===== config.mk =====
export PLATFORM = sky130hd
export DESIGN_NAME = eeprom_i2c_target
export DESIGN_NICKNAME = d
export VERILOG_FILES = /design/src/rtl/eeprom_i2c_pkg.sv /design/src/rtl/i2c_line_sync.sv /design/src/rtl/eeprom_addr_ptr.sv /design/src/rtl/eeprom_xfer_fsm.sv /design/src/rtl/eeprom_i2c_target.sv
export SDC_FILE = /design/constraint.sdc
export NUM_CORES = 1
export LEC_CHECK = 0
export ABC_AREA = 1
export ABC_CLOCK_PERIOD_IN_PS = 2200
export BUFFER_PORTS_ARGS = -buffer_cell sky130_fd_sc_hd__clkbuf_2
export CAP_MARGIN = 20
export CELL_PAD_IN_SITES_DETAIL_PLACEMENT = 1
export CELL_PAD_IN_SITES_GLOBAL_PLACEMENT = 2
export CORE_UTILIZATION = 34
export CTS_BUF_LIST = sky130_fd_sc_hd__clkbuf_16
export DETAILED_ROUTE_END_ITERATION = 6
export MAX_ROUTING_LAYER = met4
export PLACE_DENSITY_LB_ADDON = 0.1
export SLEW_MARGIN = 20
export SYNTH_ARGS = -nofsm -noshare
export SYNTH_HDL_FRONTEND = slang
export SYNTH_SLANG_ARGS = --single-unit
export TNS_END_PERCENT = 50

===== constraint.sdc =====
create_clock -name clk -period 2.2 [get_ports clk]
set_input_delay 0 -clock clk [delete_from_list [all_inputs] [get_ports clk]]
set_output_delay 0 -clock clk [all_outputs]
set_load 0.1 [all_outputs]

===== src/rtl/eeprom_i2c_pkg.sv =====
package eeprom_i2c_pkg;

  // Transfer phase of the protocol engine
  typedef enum logic [2:0] {
    ST_IDLE,   // standby, waiting for START
    ST_DEV,    // receiving select byte
    ST_AHI,    // receiving address high byte
    ST_ALO,    // receiving address low byte
    ST_WR,     // receiving write data
    ST_RD      // transmitting read data
  } xfer_st_e;

  localparam int          CE_W       = 3;
  localparam logic [3:0]  TYPE_CODE  = 4'b1010;
  localparam logic [3:0]  LAST_BIT   = 4'd7;
  localparam logic [3:0]  ACK_SLOT   = 4'd8;

endpackage


===== src/rtl/i2c_line_sync.sv =====
module i2c_line_sync #(
  parameter int STAGES = 2
) (
  input  logic clk,
  input  logic rst_n,
  input  logic scl_i,
  input  logic sda_i,
  output logic sda_lvl,
  output logic scl_rise,
  output logic scl_fall,
  output logic start_seen,
  output logic stop_seen
);

  logic [STAGES-1:0] scl_pipe;
  logic [STAGES-1:0] sda_pipe;
  logic              scl_q;
  logic              sda_q;
  logic              scl_lvl;

  // Idle bus is high on both lines, so reset to ones
  always_ff @(posedge clk or negedge rst_n) begin
    if (!rst_n) begin
      scl_pipe <= '1;
      sda_pipe <= '1;
      scl_q    <= 1'b1;
      sda_q    <= 1'b1;
    end else begin
      scl_pipe <= {scl_pipe[STAGES-2:0], scl_i};
      sda_pipe <= {sda_pipe[STAGES-2:0], sda_i};
      scl_q    <= scl_pipe[STAGES-1];
      sda_q    <= sda_pipe[STAGES-1];
    end
  end

  assign scl_lvl    = scl_pipe[STAGES-1];
  assign sda_lvl    = sda_pipe[STAGES-1];
  assign scl_rise   = scl_lvl & ~scl_q;
  assign scl_fall   = ~scl_lvl & scl_q;
  // SCL high on both samples while SDA moves
  assign start_seen = scl_lvl & scl_q & sda_q & ~sda_lvl;
  assign stop_seen  = scl_lvl & scl_q & ~sda_q & sda_lvl;

endmodule


===== src/rtl/eeprom_addr_ptr.sv =====
module eeprom_addr_ptr #(
  parameter int AW = 16
) (
  input  logic          clk,
  input  logic          rst_n,
  input  logic          load_hi,
  input  logic          load_lo,
  input  logic          inc,
  input  logic [7:0]    din,
  output logic [AW-1:0] ptr
);

  localparam int HI_W = AW - 8;

  always_ff @(posedge clk or negedge rst_n) begin
    if (!rst_n) begin
      ptr <= '0;
    end else if (load_hi) begin
      ptr[AW-1:8] <= din[HI_W-1:0];
    end else if (load_lo) begin
      ptr[7:0] <= din;
    end else if (inc) begin
      ptr <= ptr + AW'(1);
    end
  end

endmodule


===== src/rtl/eeprom_xfer_fsm.sv =====
module eeprom_xfer_fsm
  import eeprom_i2c_pkg::*;
#(
  parameter int AW = 16
) (
  input  logic            clk,
  input  logic            rst_n,
  input  logic            scl_rise,
  input  logic            scl_fall,
  input  logic            sda_lvl,
  input  logic            start_seen,
  input  logic            stop_seen,
  input  logic [CE_W-1:0] ce_strap_i,
  input  logic            write_busy_i,
  input  logic [AW-1:0]   ptr,
  output logic            ptr_load_hi,
  output logic            ptr_load_lo,
  output logic            ptr_inc,
  output logic [7:0]      rx_byte,
  output logic            sda_oe,
  output logic            rd_req_valid,
  input  logic            rd_req_ready,
  output logic [AW-1:0]   rd_req_addr,
  input  logic            rd_rsp_valid,
  input  logic [7:0]      rd_rsp_data,
  output logic            wr_valid,
  input  logic            wr_ready,
  output logic [AW-1:0]   wr_addr,
  output logic [7:0]      wr_data,
  output logic            wr_commit,
  output xfer_st_e        state
);

  logic [3:0] bit_cnt;
  logic [7:0] rx_sr;
  logic [7:0] tx_sr;
  logic       ack_pend;
  logic       rw_q;
  logic       wr_seen;

  logic       start_ok;
  logic       byte_done;
  logic       sel_match;
  logic       wr_ok;
  logic       wr_take;
  logic       rd_next;
  logic       rd_first;

  assign rx_byte   = {rx_sr[6:0], sda_lvl};
  assign start_ok  = start_seen & ~write_busy_i;
  assign byte_done = scl_rise && (bit_cnt == LAST_BIT) &&
                     (state inside {ST_DEV, ST_AHI, ST_ALO, ST_WR});
  assign sel_match = (rx_byte[7:4] == TYPE_CODE) && (rx_byte[3:1] == ce_strap_i);
  assign wr_ok     = ~(wr_valid & ~wr_ready);
  assign wr_take   = byte_done && (state == ST_WR) && wr_ok;
  assign rd_first  = byte_done && (state == ST_DEV) && sel_match && rx_byte[0];
  assign rd_next   = scl_rise && (state == ST_RD) && (bit_cnt == LAST_BIT);

  assign ptr_load_hi = byte_done && (state == ST_AHI);
  assign ptr_load_lo = byte_done && (state == ST_ALO);
  assign ptr_inc     = wr_take | rd_next;

  always_ff @(posedge clk or negedge rst_n) begin
    if (!rst_n) begin
      state        <= ST_IDLE;
      bit_cnt      <= '0;
      rx_sr        <= '0;
      tx_sr        <= '1;
      ack_pend     <= 1'b0;
      rw_q         <= 1'b0;
      wr_seen      <= 1'b0;
      sda_oe       <= 1'b0;
      rd_req_valid <= 1'b0;
      rd_req_addr  <= '0;
      wr_valid     <= 1'b0;
      wr_addr      <= '0;
      wr_data      <= '0;
      wr_commit    <= 1'b0;
    end else begin
      // outgoing channel handshakes
      if (rd_req_valid && rd_req_ready) rd_req_valid <= 1'b0;
      if (rd_first || rd_next) begin
        rd_req_valid <= 1'b1;
        rd_req_addr  <= rd_next ? ptr + AW'(1) : ptr;
      end
      if (wr_valid && wr_ready) wr_valid <= 1'b0;
      if (wr_take) begin
        wr_valid <= 1'b1;
        wr_addr  <= ptr;
        wr_data  <= rx_byte;
      end

      wr_commit <= 1'b0;

      // protocol sequencing
      if (start_ok) begin
        state    <= ST_DEV;
        bit_cnt  <= '0;
        ack_pend <= 1'b0;
      end else if (stop_seen) begin
        state     <= ST_IDLE;
        bit_cnt   <= '0;
        ack_pend  <= 1'b0;
        wr_commit <= wr_seen;
        wr_seen   <= 1'b0;
      end else if (scl_rise && state != ST_IDLE) begin
        if (bit_cnt != ACK_SLOT) begin
          bit_cnt <= bit_cnt + 4'd1;
          rx_sr   <= rx_byte;
          if (bit_cnt == LAST_BIT) begin
            unique case (state)
              ST_DEV: begin
                if (sel_match) begin
                  ack_pend <= 1'b1;
                  rw_q     <= rx_byte[0];
                end else begin
                  state <= ST_IDLE;
                end
              end
              ST_AHI, ST_ALO: ack_pend <= 1'b1;
              ST_WR: begin
                ack_pend <= wr_ok;
                if (wr_ok) wr_seen <= 1'b1;
              end
              default: ack_pend <= 1'b0;
            endcase
          end
        end else begin
          // ninth clock: acknowledge slot
          bit_cnt  <= '0;
          ack_pend <= 1'b0;
          unique case (state)
            ST_DEV:  state <= rw_q ? ST_RD : ST_AHI;
            ST_AHI:  state <= ST_ALO;
            ST_ALO:  state <= ST_WR;
            ST_RD:   if (sda_lvl) state <= ST_IDLE;
            default: state <= state;
          endcase
        end
      end

      // SDA drive, updated only after SCL falls
      if (scl_fall) begin
        if (state == ST_IDLE) begin
          sda_oe <= 1'b0;
        end else if (state == ST_RD) begin
          if (bit_cnt == ACK_SLOT) begin
            sda_oe <= 1'b0;
          end else begin
            sda_oe <= ~tx_sr[7];
            tx_sr  <= {tx_sr[6:0], 1'b1};
          end
        end else begin
          sda_oe <= (bit_cnt == ACK_SLOT) && ack_pend;
        end
      end

      if (rd_rsp_valid) tx_sr <= rd_rsp_data;
    end
  end

endmodule


===== src/rtl/eeprom_i2c_target.sv =====
module eeprom_i2c_target
  import eeprom_i2c_pkg::*;
#(
  parameter int AW          = 16,
  parameter int SYNC_STAGES = 2
) (
  input  logic            clk,
  input  logic            rst_n,
  input  logic            scl_i,
  input  logic            sda_i,
  output logic            sda_oe_o,
  input  logic [CE_W-1:0] ce_strap_i,
  input  logic            write_busy_i,
  output logic            rd_req_valid_o,
  input  logic            rd_req_ready_i,
  output logic [AW-1:0]   rd_req_addr_o,
  input  logic            rd_rsp_valid_i,
  input  logic [7:0]      rd_rsp_data_i,
  output logic            wr_valid_o,
  input  logic            wr_ready_i,
  output logic [AW-1:0]   wr_addr_o,
  output logic [7:0]      wr_data_o,
  output logic            wr_commit_o
);

  logic          sda_lvl;
  logic          scl_rise;
  logic          scl_fall;
  logic          start_seen;
  logic          stop_seen;
  logic          ptr_load_hi;
  logic          ptr_load_lo;
  logic          ptr_inc;
  logic [7:0]    rx_byte;
  logic [AW-1:0] ptr;
  xfer_st_e      xfer_state;

  i2c_line_sync #(.STAGES(SYNC_STAGES)) u_sync (
    .clk        (clk),
    .rst_n      (rst_n),
    .scl_i      (scl_i),
    .sda_i      (sda_i),
    .sda_lvl    (sda_lvl),
    .scl_rise   (scl_rise),
    .scl_fall   (scl_fall),
    .start_seen (start_seen),
    .stop_seen  (stop_seen)
  );

  eeprom_addr_ptr #(.AW(AW)) u_ptr (
    .clk     (clk),
    .rst_n   (rst_n),
    .load_hi (ptr_load_hi),
    .load_lo (ptr_load_lo),
    .inc     (ptr_inc),
    .din     (rx_byte),
    .ptr     (ptr)
  );

  eeprom_xfer_fsm #(.AW(AW)) u_fsm (
    .clk          (clk),
    .rst_n        (rst_n),
    .scl_rise     (scl_rise),
    .scl_fall     (scl_fall),
    .sda_lvl      (sda_lvl),
    .start_seen   (start_seen),
    .stop_seen    (stop_seen),
    .ce_strap_i   (ce_strap_i),
    .write_busy_i (write_busy_i),
    .ptr          (ptr),
    .ptr_load_hi  (ptr_load_hi),
    .ptr_load_lo  (ptr_load_lo),
    .ptr_inc      (ptr_inc),
    .rx_byte      (rx_byte),
    .sda_oe       (sda_oe_o),
    .rd_req_valid (rd_req_valid_o),
    .rd_req_ready (rd_req_ready_i),
    .rd_req_addr  (rd_req_addr_o),
    .rd_rsp_valid (rd_rsp_valid_i),
    .rd_rsp_data  (rd_rsp_data_i),
    .wr_valid     (wr_valid_o),
    .wr_ready     (wr_ready_i),
    .wr_addr      (wr_addr_o),
    .wr_data      (wr_data_o),
    .wr_commit    (wr_commit_o),
    .state        (xfer_state)
  );

endmodule


==> reports/metrics.yaml, run 1 <==
placed_design:
  gp_congestion: 0.888
  post-dp-hpwl_um: 10300
  place_worst_setup_slack_ps: 224
  numPortBuffers: 62
detailed_routing:
  ant_nets: 0
  drt-met1-wl_um: 6200
  routed_wirelength_um: 13700
  wl_per_cell_um: 15.9
  dr_wl_met3_um: 384
  via_count: 4215
  detail_route.vias_per_cell: 4.87
  initial_drt_markers: 162
  drt-pass1-iter-count: 4
  met2WireLength_um: 6910
  route.top_layer_used: "met4"
  drt_drc_violations_left: 0
layout:
  nFillCells: 1707
  diodes: 0
  drive_gt1_frac: 0.181
  area_delta_synth_final_pct: 20.8
  finish.net_count: 708
  layout.core_utilization: 0.425
worst_setup_path:
  critical_path.slowest_cell: "sky130_fd_sc_hd__dfrtp_1"
  crit_cells: 9
  path_class: "register to register"
  critical_path_peak_fanout: 6
  path_delay_family: "simple AND/OR/NAND/NOR gates"
  crit_buf_inv: 1
  worstPathArrival_ps: 2210
  startpoint_class_of_the_critical_path: "register"
  timing.reg2reg.worst_path_depth: 9
  cp_required_ps: 2430
  startpoint: "u_fsm.bit_cnt[0]$_DFFE_PN0P_"
  launching_point_of_the_worst_reg2reg_path: "u_fsm.bit_cnt[0]$_DFFE_PN0P_"
  cell_by_cell_trace_of_the_critical_path: "inv_1 -> ha_1 -> nand2_1 -> nor2_1 -> nor2_1 -> o21ai_2 -> nand3_1 -> nand2_1 -> nand2_1"
  maximum_cell_stage_delay_along_the_critical_path_ps: 400
  worst_path_most_repeated_cell: "sky130_fd_sc_hd__nand2_1"
  cp-end-kind: "register"
yosys:
  synth.top_cells.by_area: "sky130_fd_sc_hd__dfrtp_1 41%, sky130_fd_sc_hd__nand2_1 18%, sky130_fd_sc_hd__dfstp_2 7.8%, sky130_fd_sc_hd__nand3_1 6.8%, sky130_fd_sc_hd__o21ai_0 4.8%"
  postSynth.asyncResetShare: 1.00
  yosys.area.top_type_share: 0.411
  postSynthAreaPerCell_um2: 7.77
  yosysSeqAreaShare: 0.489
  netlist_area_before_placement_mm2: 0.00469
  synth_top_area_cell: "sky130_fd_sc_hd__dfrtp_1"
  synth_top_flop_cell: "sky130_fd_sc_hd__dfrtp_1"
  synth_edf_count: 0
  synth_common_cells: "230 x sky130_fd_sc_hd__nand2_1, 77 x sky130_fd_sc_hd__dfrtp_1, 64 x sky130_fd_sc_hd__nand3_1, 50 x sky130_fd_sc_hd__inv_1, 45 x sky130_fd_sc_hd__o21ai_0"
  ys.warnings.count: 0
  post_synthesis_net_count: 626
  ys_ff_latch: 91
  synthMostInstantiatedCell: "sky130_fd_sc_hd__nand2_1"
  synth_cell_type_count: 32
  netlist_instances: 604
cts:
  htreeDepth: 3
  post_cts.resized_instances: 0
  postCtsSetupBuffers: 0
  cts_inserted_buffers: 9
  clkTransAtPathRegs_ps: 70
  cts.sinks: 91
  clk_root_buffer_cell: "sky130_fd_sc_hd__clkbuf_16"
  hold_buffers: 15
  clkLatencyLatePin_ps: 350
  tritoncts: "built"
  clk_path_buf_depth: 2
floorplan:
  die_area_mm2: 0.0143
  core_rows: 42
  placeableCoreArea_mm2: 0.0133
  number_of_top_level_design_ports: 63
  y_dimension_of_the_die_um: 119
  overall_die_width_um: 119
  floorplan.initialDensity: 0.352
timing:
  fin_crit_sh: 0.899
  setup-violations-final: 0
  final-hold-violation-count: 0
  final_critical_path_setup_slack_ps: 222
  setup_repair_after_global_routing_missed_its_margin: "no"
  finalClockSkew_ps: 7.38
  worstMarginPinSlew_ps: 653
  timing.final.crit_period_ps: 1980
  drv_slew: 0
  max_clock_freq_ghz: 0.506
  max-slew-margin-rel: 0.564
  finalSetupTns_ps: 0
pwr:
  int_power_mw: 3.01
  share_clk_of_total_power: 0.387
  powerDensity_mw_per_mm2: 750
  sequentialPowerShare: 0.461
  switchingPower_mw: 1.24
  vdd_drop_max_mv: 0.498
  switching_share: 0.292
  comb_power_share: 0.152
  p_leak_nw: 2.94
min_path:
  hp-class: "primary input to register"
  hold-path-cell-count: 3
  hold_start: "rd_rsp_valid_i"
grt:
  grt_antenna_before_repair: 0
  grt_start_max_net_pins: 49
  overflow: 0
  grt_util_all_layers: 0.216
  first_global_vias: 4482
  grt_pass1_wl_um: 23000
outcome:
  status: "complete, no violations"
job:
  timing.max_cap.violations: 0
-- kinds of logic after synthesis --
kind of cell | count (synthesis) | synth area share
AND/OR/NAND/NOR | 354 | 0.334
flip-flops | 91 | 0.489
AO/OA/AOI/OAI | 76 | 0.0880
buffers and inverters | 73 | 0.0683
XOR/XNOR | 7 | 0.0131
adder cells (fa/ha/maj) | 3 | 0.00800
-- area by class of cell --
cell class                 count  area (µm²)  area share
multi-input combinational    440        2080       0.367
sequential                    91        2290       0.405
tap                          176         220      0.0389
inverter                      56         210      0.0371
timing repair buffer          88         558      0.0985
clock buffer                   9         225      0.0397
clock inverter                 6        81.3      0.0144
-- stage by stage --
| step | std cells | power [mW] | hold WS, ps | cell area [µm²] |
|---|---|---|---|---|
| CTS | 866 | 4.33 | 2.70 | 5670 |
| detailed placement | 836 | 2.63 | 70.7 | 5210 |
| global route | 866 | 4.49 | 36.6 | 5670 |
| finish | 866 | 4.25 | 27.0 | 5670 |
| global placement | 836 | 2.61 | 67.0 | 5210 |
| floorplan | 604 | 2.37 | -296 | 4690 |
-- metal layers --
| layer | up-vias | GRT usage |
|---|---|---|
| li1 | 2096 | - |
| met1 | 2040 | 0.262 |
| met2 | 62 | 0.361 |
| met3 | 17 | 0.0364 |
| met4 | 0 | 0.0766 |
| met5 | - | - |
-- cell usage in the layout, fill, tap and decap left out, drive strengths merged --
master       synthesis  routed
nand2              236     236
dfrtp               77      77
clkbuf               6      70
nand3               67      67
o21ai               59      59
inv                 56      56
nor2                42      42
dlygate4sd3          0      15
dfstp               14      14
buf                 11      12
xor2                 7       7
a21oi                6       6
nand4                5       5
o211ai               5       5
clkinv               0       4
a22oi                3       3
ha                   3       3
nor3                 3       3
bufinv               0       2
nand3b               1       1
o2bb2ai              1       1
o221ai               1       1
o22ai                1       1
-- flip-flops by register name, summed over array words and instances, names as in the netlist --
name	cells
u_fsm.wr_data	8
u_fsm.bit_cnt	4
u_sync.sda_pipe	2
u_fsm.rd_req_valid	1
u_fsm.wr_seen	1
u_fsm.wr_valid	1
u_fsm.ack_pend	1
u_fsm.tx_sr	8
u_ptr.ptr	16
u_sync.scl_pipe	2
u_fsm.state	3
u_fsm.wr_commit	1
u_sync.scl_q	1
u_fsm.rx_sr	7
u_fsm.rd_req_addr	16
u_sync.sda_q	1
u_fsm.wr_addr	16
u_fsm.sda_oe	1
u_fsm.rw_q	1
-- power groups by stage --
stage	clock (mW)	combinational [mW]	sequential, mW
after floorplan	0	0.428	1.94
after global placement	0	0.625	1.99
after detailed placement	0	0.639	1.99
after CTS	1.70	0.663	1.96
after global routing	1.76	0.751	1.98
final	1.65	0.645	1.96
-- worst reg2reg max path, stage by stage, from the launching register on --
cell	delay [ps]
sky130_fd_sc_hd__dfrtp_1	400
sky130_fd_sc_hd__inv_1	100
sky130_fd_sc_hd__ha_1	180
sky130_fd_sc_hd__nand2_1	60
sky130_fd_sc_hd__nor2_1	360
sky130_fd_sc_hd__nor2_1	120
sky130_fd_sc_hd__o21ai_2	280
sky130_fd_sc_hd__nand3_1	200
sky130_fd_sc_hd__nand2_1	100
sky130_fd_sc_hd__nand2_1	50
-- final timing paths --
kind / end / slack, ps
max: u_fsm.state[1]$_DFFE_PN0P_ / 220
min: u_fsm.tx_sr[5]$_DFFE_PN1P_ / 30
max reg2reg: u_fsm.state[1]$_DFFE_PN0P_ / 220
min reg2reg: u_sync.scl_pipe[1]$_DFF_PN1_ / 360
max in group asynchronous: u_fsm.tx_sr[5]$_DFFE_PN1P_ / 1240
min in group asynchronous: u_fsm.wr_addr[2]$_DFFE_PN0P_ / 230
No activity file was read; power rests on OpenSTA's default activity.
==> run 2: changes to the inputs <==
Settings changed: CORE_MARGIN from default to 2.
==> run 2 against run 1 <==
  * Highest routed layer unchanged
  * Die area increased by 3.4%
  * Utilization increased by 0.056 points
  * Flip-flop and latch count unchanged
  * Cell count increased by 0.12%
==> reports/metrics.yaml, run 2 (synthesis gave the netlist of run 1 again) <==
outcome:
  status: "complete, no violations"  # unchanged
floorplan:
  floorplan.initialDensity: 0.352  # unchanged
  core_rows: 42  # unchanged
  number_of_top_level_design_ports: 63  # unchanged
  overall_die_width_um: 121  # was 119 µm
  y_dimension_of_the_die_um: 121  # was 119 µm
  placeableCoreArea_mm2: 0.0133  # unchanged
  die_area_mm2: 0.0148  # was 0.0143 mm²
cts:
  clkLatencyLatePin_ps: 340  # was 350 ps
  tritoncts: "built"  # unchanged
  cts.sinks: 91  # unchanged
  clk_path_buf_depth: 2  # unchanged
  clk_root_buffer_cell: "sky130_fd_sc_hd__clkbuf_16"  # unchanged
  clkTransAtPathRegs_ps: 60  # was 70 ps
  cts_inserted_buffers: 9  # unchanged
  htreeDepth: 3  # unchanged
placed_design:
  place_worst_setup_slack_ps: 284  # was 224 ps
  post-dp-hpwl_um: 10600  # was 10,300 µm
  dpl-instance-area_mm2: 0.00520  # was 0.00521 mm²
  gp_congestion: 0.861  # was 0.888
  numPortBuffers: 62  # unchanged
  placed_instance_count: 835  # was 836
layout:
  area_delta_synth_final_pct: 20.9  # was 20.8%
  nFillCells: 1700  # was 1,707
  final_cell_count_no_fill: 867  # was 866
  post-route-cell-area_mm2: 0.00567  # about the same
  largest_registers: "u_fsm.rd_req_addr: 16 flops, u_fsm.wr_addr: 16 flops, u_ptr.ptr: 16 flops"  # unchanged
  finish.net_count: 708  # unchanged
  diodes: 0  # unchanged
  mostFrequentLayoutCells: "230 x sky130_fd_sc_hd__nand2_1, 77 x sky130_fd_sc_hd__dfrtp_1, 64 x sky130_fd_sc_hd__nand3_1, 61 x sky130_fd_sc_hd__clkbuf_2, 54 x sky130_fd_sc_hd__inv_1"  # was 230 x sky130_fd_sc_hd__nand2_1, 77 x sky130_fd_sc_hd__dfrtp_1, 64 x sky130_fd_sc_hd__nand3_1, 61 x sky130_fd_sc_hd__clkbuf_2, 50 x sky130_fd_sc_hd__inv_1
  mostFrequentLayoutCell: "sky130_fd_sc_hd__nand2_1"  # unchanged
  drive_gt1_frac: 0.178  # was 0.181
detailed_routing:
  ant_nets: 0  # unchanged
  dr_wl_met3_um: 291  # was 384 µm
  initial_drt_markers: 191  # was 162
  detail_route.vias_per_cell: 4.88  # was 4.87
  met2WireLength_um: 6990  # was 6910 µm
  routed_wirelength_um: 14000  # was 13,700 µm
  drt-pass1-iter-count: 5  # was 4
  drt_drc_violations_left: 0  # unchanged
  wl_per_cell_um: 16.1  # was 15.9 µm
  route.top_layer_used: "met4"  # unchanged
  via_count: 4228  # was 4,215
  drt-met1-wl_um: 6280  # was 6200 µm
worst_setup_path:
  startpoint_class_of_the_critical_path: "register"  # unchanged
  cp-end-kind: "register"  # unchanged
  cp_required_ps: 2480  # was 2430 ps
  critical_path_peak_fanout: 5  # was 6
  worstPathArrival_ps: 2340  # was 2210 ps
  crit_buf_inv: 2  # was 1
  path_class: "register to register"  # unchanged
  worst_path_most_repeated_cell: "sky130_fd_sc_hd__nand2_1"  # unchanged
  maximum_cell_stage_delay_along_the_critical_path_ps: 570  # was 400 ps
  path_delay_family: "simple AND/OR/NAND/NOR gates"  # unchanged
  cell_by_cell_trace_of_the_critical_path: "inv_1 -> ha_1 -> nand2_1 -> nand3_1 -> nor2_4 -> a22oi_1 -> dlygate4sd3_1 -> nand2_1"  # was inv_1 -> ha_1 -> nand2_1 -> nor2_1 -> nor2_1 -> o21ai_2 -> nand3_1 -> nand2_1 -> nand2_1
  critical_path.slowest_cell: "sky130_fd_sc_hd__dlygate4sd3_1"  # was sky130_fd_sc_hd__dfrtp_1
timing:
  fin_crit_sh: 0.935  # was 0.899
  final_critical_path_setup_slack_ps: 143  # was 222 ps
  worstMarginPinSlew_ps: 561  # was 653 ps
  max-slew-margin-rel: 0.626  # was 0.564
  finalSetupTns_ps: 0  # unchanged
  finalClockSkew_ps: 6.39  # was 7.38 ps
  timing.final.crit_period_ps: 2060  # was 1980 ps
  drv_slew: 0  # unchanged
  final-hold-violation-count: 0  # unchanged
  max_clock_freq_ghz: 0.486  # was 0.506 GHz
  setup-violations-final: 0  # unchanged
  setup_repair_after_global_routing_missed_its_margin: "no"  # unchanged
  hold_slack_ps: 41.6  # was 27.0 ps
grt:
  grt_util_all_layers: 0.208  # was 0.216
  grt_antenna_before_repair: 0  # unchanged
  overflow: 0  # unchanged
  first_global_vias: 4516  # was 4,482
  grt_pass1_wl_um: 23000  # about the same
  grt_start_max_net_pins: 53  # was 49
pwr:
  p_leak_nw: 2.95  # was 2.94 nW
  powerDensity_mw_per_mm2: 744  # was 750 mW/mm²
  vdd_drop_max_mv: 0.305  # was 0.498 mV
min_path:
  hp-class: "primary input to register"  # unchanged
job:
  timing.max_cap.violations: 0  # unchanged
==> run 2: cell count changes in the layout (fill, tap and decap cells not counted), sizes merged <==
cell,delta
dlygate4sd3,+1
clkinv,-3
inv,+4
buf,-1
==> run 2: worst paths after layout <==
check,start,slack [ps],cells after the start,to
worst max-delay path,u_fsm.bit_cnt[0]$_DFFE_PN0P_,140,8,u_fsm.tx_sr[4]$_DFFE_PN1P_
worst min-delay path,wr_ready_i,40,4,u_fsm.wr_valid$_DFFE_PN0P_
worst max register to register,u_fsm.bit_cnt[0]$_DFFE_PN0P_,140,8,u_fsm.tx_sr[4]$_DFFE_PN1P_
worst min register to register,u_sync.sda_pipe[0]$_DFF_PN1_,360,0,u_sync.sda_pipe[1]$_DFF_PN1_
max in group asynchronous,rst_n,1260,3,u_fsm.tx_sr[5]$_DFFE_PN1P_
min in group asynchronous,rst_n,190,2,u_fsm.wr_addr[4]$_DFFE_PN0P_
==> run 2: metal layers <==
metal	track usage	vias up
li1	-	2094
met1	0.254	2052
met2	0.347	57
met3	0.0249	25
met4	0.0934	0
met5	-	-
==> run 2: worst min-delay path, stage by stage <==
cell and delay (ps):
sky130_fd_sc_hd__clkbuf_2 80, sky130_fd_sc_hd__inv_1 30, sky130_fd_sc_hd__nand2_1 150, sky130_fd_sc_hd__nand2_1 80
==> run 2: power breakdown <==
part,switching (mW),total [mW],internal [mW]
Sequential,0.142,1.95,1.81
Clock,0.636,1.61,0.976
Combinational,0.434,0.653,0.219
==> run 2: layout make-up <==
| cell class | count | area [µm²] | share of cell area |
|---|---|---|---|
| Timing Repair Buffer | 88 | 561 | 0.0988 |
| Clock buffer | 9 | 225 | 0.0397 |
| Clock inverter | 7 | 78.8 | 0.0139 |
| Multi-Input combinational cell | 440 | 2080 | 0.367 |
| Inverter | 56 | 210 | 0.0370 |
| Sequential cell | 91 | 2290 | 0.404 |
| Tap cell | 176 | 220 | 0.0388 |
==> run 2: per-stage QoR <==
| step | total power [mW] | utilization |
|---|---|---|
| after CTS | 4.28 | 0.425 |
| after global placement | 2.61 | 0.390 |
| after floorplan | 2.37 | - |
| after detailed placement | 2.63 | 0.390 |
| final | 4.22 | 0.425 |
| after global routing | 4.45 | 0.425 |
==> run 2: what timing repair did <==
action / 4_1_cts / 5_1_grt
hold buffers: 16 / 0
endpoints found under the hold margin: 50 / 0
setup endpoints to repair: 0 / 1
setup buffers: 0 / 0
resized for setup: 0 / 2
